### src/rtl/rtc_pkg.sv
// Package: shared constants, types and the identification byte table
// for the APB seconds counter. Assumes a 4 KiB word-aligned window.
package rtc_pkg;

    localparam int REG_AW = 12;
    localparam int DATA_W = 32;

    // Word indices (byte offset >> 2) of the mapped registers.
    localparam logic [9:0] W_COUNT  = 10'h000;
    localparam logic [9:0] W_ALARM  = 10'h001;
    localparam logic [9:0] W_LOAD   = 10'h002;
    localparam logic [9:0] W_CTRL   = 10'h003;
    localparam logic [9:0] W_MASK   = 10'h004;
    localparam logic [9:0] W_RAW    = 10'h005;
    localparam logic [9:0] W_MASKED = 10'h006;
    localparam logic [9:0] W_CLEAR  = 10'h007;
    // Identification bytes occupy the last eight words.
    localparam logic [6:0] W_ID_HI  = 7'h7F;

    typedef enum logic [3:0] {
        RS_COUNT,
        RS_ALARM,
        RS_LOAD,
        RS_CTRL,
        RS_MASK,
        RS_RAW,
        RS_MASKED,
        RS_ID,
        RS_ZERO
    } rd_sel_e;

    typedef struct packed {
        logic load;
        logic alarm;
        logic mask;
        logic clear;
    } wr_strb_t;

    // Identification byte for a word index within the ID block.
    function automatic logic [7:0] id_byte(input logic [2:0] idx);
        case (idx)
            3'd0:    id_byte = 8'h31;
            3'd1:    id_byte = 8'h10;
            3'd2:    id_byte = 8'h14;
            3'd3:    id_byte = 8'h00;
            3'd4:    id_byte = 8'h0D;
            3'd5:    id_byte = 8'hF0;
            3'd6:    id_byte = 8'h05;
            default: id_byte = 8'hB1;
        endcase
    endfunction

endpackage

### src/rtl/rtc_apb_decode.sv
// Module: rtc_apb_decode
// Turns an APB access into one write strobe per writable register and a
// read selector. Writes take effect only in the access phase; the read
// selector is combinational on the address. Unaligned addresses are treated
// as unmapped. Assumes a single outstanding access.
module rtc_apb_decode
    import rtc_pkg::*;
(
    input  logic              psel,
    input  logic              penable,
    input  logic              pwrite,
    input  logic [REG_AW-1:0] paddr,
    output wr_strb_t          wr,
    output rd_sel_e           rd_sel,
    output logic [2:0]        id_idx
);

    logic [9:0] word;
    logic       aligned;
    logic       wr_go;

    assign word    = paddr[REG_AW-1:2];
    assign aligned = (paddr[1:0] == 2'b00);
    assign wr_go   = psel && penable && pwrite && aligned;
    assign id_idx  = word[2:0];

    // Write strobes: one per register with side effects on write.
    always_comb begin
        wr       = '0;
        wr.load  = wr_go && (word == W_LOAD);
        wr.alarm = wr_go && (word == W_ALARM);
        wr.mask  = wr_go && (word == W_MASK);
        wr.clear = wr_go && (word == W_CLEAR);
    end

    // Read selector: maps the word index to a readback source.
    always_comb begin
        rd_sel = RS_ZERO;
        if (aligned) begin
            if (word[9:3] == W_ID_HI) begin
                rd_sel = RS_ID;
            end else begin
                case (word)
                    W_COUNT:  rd_sel = RS_COUNT;
                    W_ALARM:  rd_sel = RS_ALARM;
                    W_LOAD:   rd_sel = RS_LOAD;
                    W_CTRL:   rd_sel = RS_CTRL;
                    W_MASK:   rd_sel = RS_MASK;
                    W_RAW:    rd_sel = RS_RAW;
                    W_MASKED: rd_sel = RS_MASKED;
                    default:  rd_sel = RS_ZERO;
                endcase
            end
        end
    end

endmodule

### src/rtl/rtc_prescaler.sv
// Module: rtc_prescaler
// Divides the clock to a one-cycle tick every CLK_HZ clocks. A restart
// pulse returns the divider to zero, so the next tick comes CLK_HZ clocks
// after the restart edge. Assumes CLK_HZ >= 1.
module rtc_prescaler #(
    parameter int CLK_HZ = 50_000_000
) (
    input  logic clk,
    input  logic rst_n,
    input  logic restart,
    output logic tick
);

    localparam int            CNT_W = (CLK_HZ > 1) ? $clog2(CLK_HZ) : 1;
    localparam logic [CNT_W-1:0] LAST = CNT_W'(CLK_HZ - 1);

    logic [CNT_W-1:0] div_q;

    assign tick = (div_q == LAST);

    // Divider: counts 0..CLK_HZ-1, restarts on request.
    always_ff @(posedge clk) begin
        if (!rst_n || restart || tick) begin
            div_q <= '0;
        end else begin
            div_q <= div_q + 1'b1;
        end
    end

endmodule

### src/rtl/rtc_counter_alarm.sv
// Module: rtc_counter_alarm
// Holds the seconds count, alarm value, load readback, mask and raw status.
// The alarm is evaluated on the next-state count and alarm whenever either
// changes (increment, load write, alarm write), so equality caused by a
// write is caught in the same cycle. A hit wins over a clear.
module rtc_counter_alarm
    import rtc_pkg::*;
(
    input  logic              clk,
    input  logic              rst_n,
    input  logic              tick,
    input  wr_strb_t          wr,
    input  logic [DATA_W-1:0] wdata,
    output logic [DATA_W-1:0] count_q,
    output logic [DATA_W-1:0] alarm_q,
    output logic [DATA_W-1:0] load_q,
    output logic              mask_q,
    output logic              status_q
);

    logic [DATA_W-1:0] count_d;
    logic [DATA_W-1:0] alarm_d;
    logic              changed;
    logic              hit;

    // Next count: a load overrides any increment in the same cycle.
    always_comb begin
        if (wr.load) begin
            count_d = wdata;
        end else if (tick) begin
            count_d = count_q + 1'b1;
        end else begin
            count_d = count_q;
        end
    end

    assign alarm_d = wr.alarm ? wdata : alarm_q;
    assign changed = wr.load || wr.alarm || tick;
    assign hit     = changed && (count_d == alarm_d);

    // Count, alarm and load readback registers.
    always_ff @(posedge clk) begin
        if (!rst_n) begin
            count_q <= '0;
            alarm_q <= '0;
            load_q  <= '0;
        end else begin
            count_q <= count_d;
            alarm_q <= alarm_d;
            if (wr.load) begin
                load_q <= wdata;
            end
        end
    end

    // Mask bit: only data bit 0 is kept.
    always_ff @(posedge clk) begin
        if (!rst_n) begin
            mask_q <= 1'b0;
        end else if (wr.mask) begin
            mask_q <= wdata[0];
        end
    end

    // Raw status: set on hit, cleared by any clear write, set wins.
    always_ff @(posedge clk) begin
        if (!rst_n) begin
            status_q <= 1'b0;
        end else if (hit) begin
            status_q <= 1'b1;
        end else if (wr.clear) begin
            status_q <= 1'b0;
        end
    end

endmodule

### src/rtl/rtc_read_mux.sv
// Module: rtc_read_mux
// Combinational readback multiplexer. The control register reads as a
// constant 1; unmapped and write-only locations read as zero.
module rtc_read_mux
    import rtc_pkg::*;
(
    input  rd_sel_e           rd_sel,
    input  logic [2:0]        id_idx,
    input  logic [DATA_W-1:0] count_q,
    input  logic [DATA_W-1:0] alarm_q,
    input  logic [DATA_W-1:0] load_q,
    input  logic              mask_q,
    input  logic              status_q,
    output logic [DATA_W-1:0] rdata
);

    // Source selection for the read data bus.
    always_comb begin
        case (rd_sel)
            RS_COUNT:  rdata = count_q;
            RS_ALARM:  rdata = alarm_q;
            RS_LOAD:   rdata = load_q;
            RS_CTRL:   rdata = DATA_W'(1);
            RS_MASK:   rdata = DATA_W'(mask_q);
            RS_RAW:    rdata = DATA_W'(status_q);
            RS_MASKED: rdata = DATA_W'(status_q & mask_q);
            RS_ID:     rdata = DATA_W'(id_byte(id_idx));
            default:   rdata = '0;
        endcase
    end

endmodule

### src/rtl/apb_rtc_alarm.sv
// Module: apb_rtc_alarm
// Top of the APB seconds counter with alarm. Connects the address decoder,
// prescaler, counter/alarm state and readback mux. No wait states; reads
// return data combinationally during the access. Assumes clk is the only
// clock and that CLK_HZ is the number of clk cycles per second.
module apb_rtc_alarm
    import rtc_pkg::*;
#(
    parameter int CLK_HZ = 50_000_000
) (
    input  logic              clk,
    input  logic              rst_n,
    input  logic              psel,
    input  logic              penable,
    input  logic              pwrite,
    input  logic [REG_AW-1:0] paddr,
    input  logic [DATA_W-1:0] pwdata,
    output logic [DATA_W-1:0] prdata,
    output logic              pready,
    output logic              irq
);

    wr_strb_t          wr;
    rd_sel_e           rd_sel;
    logic [2:0]        id_idx;
    logic              tick;
    logic [DATA_W-1:0] count_q;
    logic [DATA_W-1:0] alarm_q;
    logic [DATA_W-1:0] load_q;
    logic              mask_q;
    logic              status_q;

    assign pready = 1'b1;
    assign irq    = status_q & mask_q;

    rtc_apb_decode u_decode (
        .psel    (psel),
        .penable (penable),
        .pwrite  (pwrite),
        .paddr   (paddr),
        .wr      (wr),
        .rd_sel  (rd_sel),
        .id_idx  (id_idx)
    );

    rtc_prescaler #(.CLK_HZ(CLK_HZ)) u_presc (
        .clk     (clk),
        .rst_n   (rst_n),
        .restart (wr.load),
        .tick    (tick)
    );

    rtc_counter_alarm u_core (
        .clk      (clk),
        .rst_n    (rst_n),
        .tick     (tick),
        .wr       (wr),
        .wdata    (pwdata),
        .count_q  (count_q),
        .alarm_q  (alarm_q),
        .load_q   (load_q),
        .mask_q   (mask_q),
        .status_q (status_q)
    );

    rtc_read_mux u_rmux (
        .rd_sel   (rd_sel),
        .id_idx   (id_idx),
        .count_q  (count_q),
        .alarm_q  (alarm_q),
        .load_q   (load_q),
        .mask_q   (mask_q),
        .status_q (status_q),
        .rdata    (prdata)
    );

endmodule

### config.mk
export PLATFORM = sky130hd
export DESIGN_NAME = apb_rtc_alarm
export DESIGN_NICKNAME = d
export VERILOG_FILES = /design/src/rtl/rtc_pkg.sv /design/src/rtl/rtc_apb_decode.sv /design/src/rtl/rtc_prescaler.sv /design/src/rtl/rtc_counter_alarm.sv /design/src/rtl/rtc_read_mux.sv /design/src/rtl/apb_rtc_alarm.sv
export SDC_FILE = /design/constraint.sdc
export NUM_CORES = 1
export LEC_CHECK = 0
export ABC_AREA = 1
export BUFFER_PORTS_ARGS = -buffer_cell sky130_fd_sc_hd__buf_2
export CAP_MARGIN = 20
export CORE_UTILIZATION = 35
export CTS_BUF_LIST = sky130_fd_sc_hd__clkbuf_16
export DETAILED_ROUTE_END_ITERATION = 10
export PLACE_DENSITY_LB_ADDON = 0.12
export RECOVER_POWER = 100
export SLEW_MARGIN = 15
export SYNTH_ARGS = -nofsm -noshare
export SYNTH_HDL_FRONTEND = slang
export SYNTH_SLANG_ARGS = --single-unit
### constraint.sdc
create_clock -name clk -period 7.35 [get_ports clk]
set_input_delay 2.205 -clock clk [delete_from_list [all_inputs] [get_ports clk]]
set_output_delay 2.205 -clock clk [all_outputs]
set_load 0.01 [all_outputs]
==> results_dict.tcl <==
set metrics [dict create \
    crit_cells 11 \
    synth_warnings 0 \
    yosysTopAreaCellShare_pct 31.7 \
    cp_top_family "buffers and inverters" \
    first_pass_iters 5 \
    seq_area_frac_synth_pct 31.7 \
    path_cells "buf_2, nor2_1, nand2_1, a2111oi_2, o21ai_0, inv_1, nand3_2, inv_2, nand2_1, o211ai_1, clkbuf_1" \
    worst-setup-path-type "in2out" \
    power.internal_mw 1.22 \
    synth_top_cell_by_area "dfxtp_1" \
    timing_max_transition_violations_final 0 \
    netlist_instances 1279 \
    powerDensity_nw_per_um2 180 \
    clockPowerShare_pct 54.8 \
    status "complete, no violations" \
    fin_skew_ns 0.00866 \
    peakVddDrop_uv 119 \
    final_util_pct 40.5 \
    slew_headroom_pct 3.51 \
    critPathMostFrequentCell "nand2_1" \
    comb_power_share_pct 2.8 \
    port_buffers 81 \
    crit_slowest_cell "inv_2" \
    hold_viol_final 0 \
    postSynthAreaPerCell_um2 6.13 \
    vias_per_cell 4.86 \
    hold_path_class "reg2reg" \
    initial_utilization_pct 35.8 \
    cts_resized 0 \
    root_buffer "clkbuf_16" \
    ys_top_cells_by_area "dfxtp_1, nand2_1, nor2_1" \
    drive_gt1_share_pct 10.5 \
    synth_fp_nets 1330 \
    hpwl_um 18000 \
    drt_iter0_markers 488 \
    m1WireLength_um 12100 \
    worst-path-buf-inv 4 \
    p_leak_nw 3.97 \
    ant_nets 0 \
    area_growth_pct 13.0 \
    placed_area_um2 8400 \
    wl_per_cell_um 14.7 \
    fmax_ghz 0.147 \
    cpPeakStageDelay_ns 0.48 \
    cts-buffers-inserted 17 \
    fp-row-count 54 \
    fin_area_um2 8860 \
    maxCapViolations 0 \
    die_h_um 152 \
    fin_crit_sh_pct 92.7 \
    ios 83 \
    reg2reg_depth 15 \
    fillers 2495 \
    rsz0062_at_grt "no" \
    worstSetupEndpointType "output pin" \
    ys_types 44 \
    p_sw_uw 371 \
    die_w_um 152 \
    cts.sinks 124 \
    antenna_found_initial 0 \
    ys_ff_latch 124 \
    die-area_um2 23000 \
    cts_tree "done" \
    setup_slack_ns 0.539 \
    holdPathStages 2 \
    clockBufferDepth 2 \
    core_area_um2 21900 \
    cts_hold_buf 0 \
    routed.top_layer "met4" \
    holdWs_ns 0.464 \
    place_ws_ns 0.634 \
    cp.required_ns 5.14 \
    power_mw 1.59 \
    grt_pass1_vias 7285 \
    grt_usage_pct 22.0 \
    syn-cell-area_um2 7840 \
    wl_met2_um 10900 \
    grt_pass1_wl_um 38600 \
    placedCellCount 1603 \
    diodes 0 \
    period_minus_slack_ns 6.81 \
    routed_wl_um 24100 \
    switching_share_pct 23.3 \
    grt_overflow_total 0 \
    fin_setup_tns_ns 0 \
    fin_cells 1635 \
    gp_congestion 0.886 \
    worstMarginPinSlew_ns 1.44 \
    layout.nets 1393 \
    wl_met3_um 938 \
    startpoint_type "primary input" \
    setup_viol 0 \
    grt_max_degree 65 \
    drcViolationCount 0 \
    clock_latency_ns 0.42 \
    h-tree-depth 4 \
    final_cell_mix "nand2_1, nor2_1, inv_1" \
    cts_setup_buffers 0 \
    clkSlewWorstSetupHoldPaths_ns 0.06 \
    critical_path.max_fanout 18 \
    crit_arrival_ns 4.61 \
    p_seq_share_pct 42.4 \
    final_common_cell "nand2_1" \
    vias 7951 \
]
==> layer usage <==
metal | up-vias | track usage [%]
li1 | 4196 | -
met1 | 3589 | 30.6
met2 | 150 | 35.0
met3 | 16 | 3.98
met4 | 0 | 5.05
met5 | - | 0
==> synthesized netlist by cell type (all sizes together) <==
library cell	count
nand2	446
nor2	167
inv	160
dfxtp	124
nand3	119
a21oi	68
o21ai	48
buf	28
xor2	17
clkbuf	15
nand4	14
o221ai	14
o211ai	13
nor3	8
or2	7
nand3b	6
a211oi	5
xnor2	5
o2111ai	4
nor3b	3
ha	2
nor4	2
a2111oi	1
a22oi	1
clkinv	1
conb	1
==> logic make-up after synthesis <==
family / count (synthesis) / synth area share, %
simple gates: 772 / 42.5
xor+xnor: 22 / 2.46
other cells: 1 / 0.0478
flops: 124 / 31.7
compound gates: 154 / 12.1
fa+ha+maj: 2 / 0.319
buf+inv: 204 / 10.9
==> path summary, 6_finish.rpt <==
path                     startpoint  slack (ns)           endpoint
setup / recovery           paddr[7]        0.54         prdata[21]
hold / removal    u_core.load_q[30]        0.46  u_core.load_q[30]
setup reg to reg  u_core.count_q[0]        4.43    u_core.status_q
hold reg to reg   u_core.load_q[30]        0.46  u_core.load_q[30]
==> power by group through the flow <==
stage               combinational (mW)  clock (mW)  sequential (mW)
finish                          0.0449       0.871            0.675
global route                    0.0495       0.913            0.675
CTS                             0.0474       0.886            0.675
detailed placement              0.0473           0            0.689
global placement                0.0473           0            0.689
floorplan                       0.0224           0            0.689
==> sequential cells by signal, summed over array words and instances (netlist names) <==
name / flops
u_core.alarm_q: 32
u_core.count_q: 32
u_core.load_q: 32
u_core.mask_q: 1
u_core.status_q: 1
u_presc.div_q: 26
==> tightest hold or removal path: cells and delay by family (launching register included) <==
| family | cells | cell delay (ns) |
|---|---|---|
| compound gates | 1 | 0.05 |
| simple gates | 1 | 0.06 |
| flops | 1 | 0.31 |
==> layout make-up <==
class / instances / area (um2) / area share [%]
repair buffers: 87 / 404 / 4.56
clock inverters: 15 / 173 / 1.95
clock buffers: 17 / 425 / 4.80
well taps: 280 / 350 / 3.95
flip-flops and latches: 124 / 2480 / 28.0
multi-input cells: 951 / 4420 / 49.9
inverters: 161 / 606 / 6.84
Note: power is estimated with default switching activity, not from simulation.
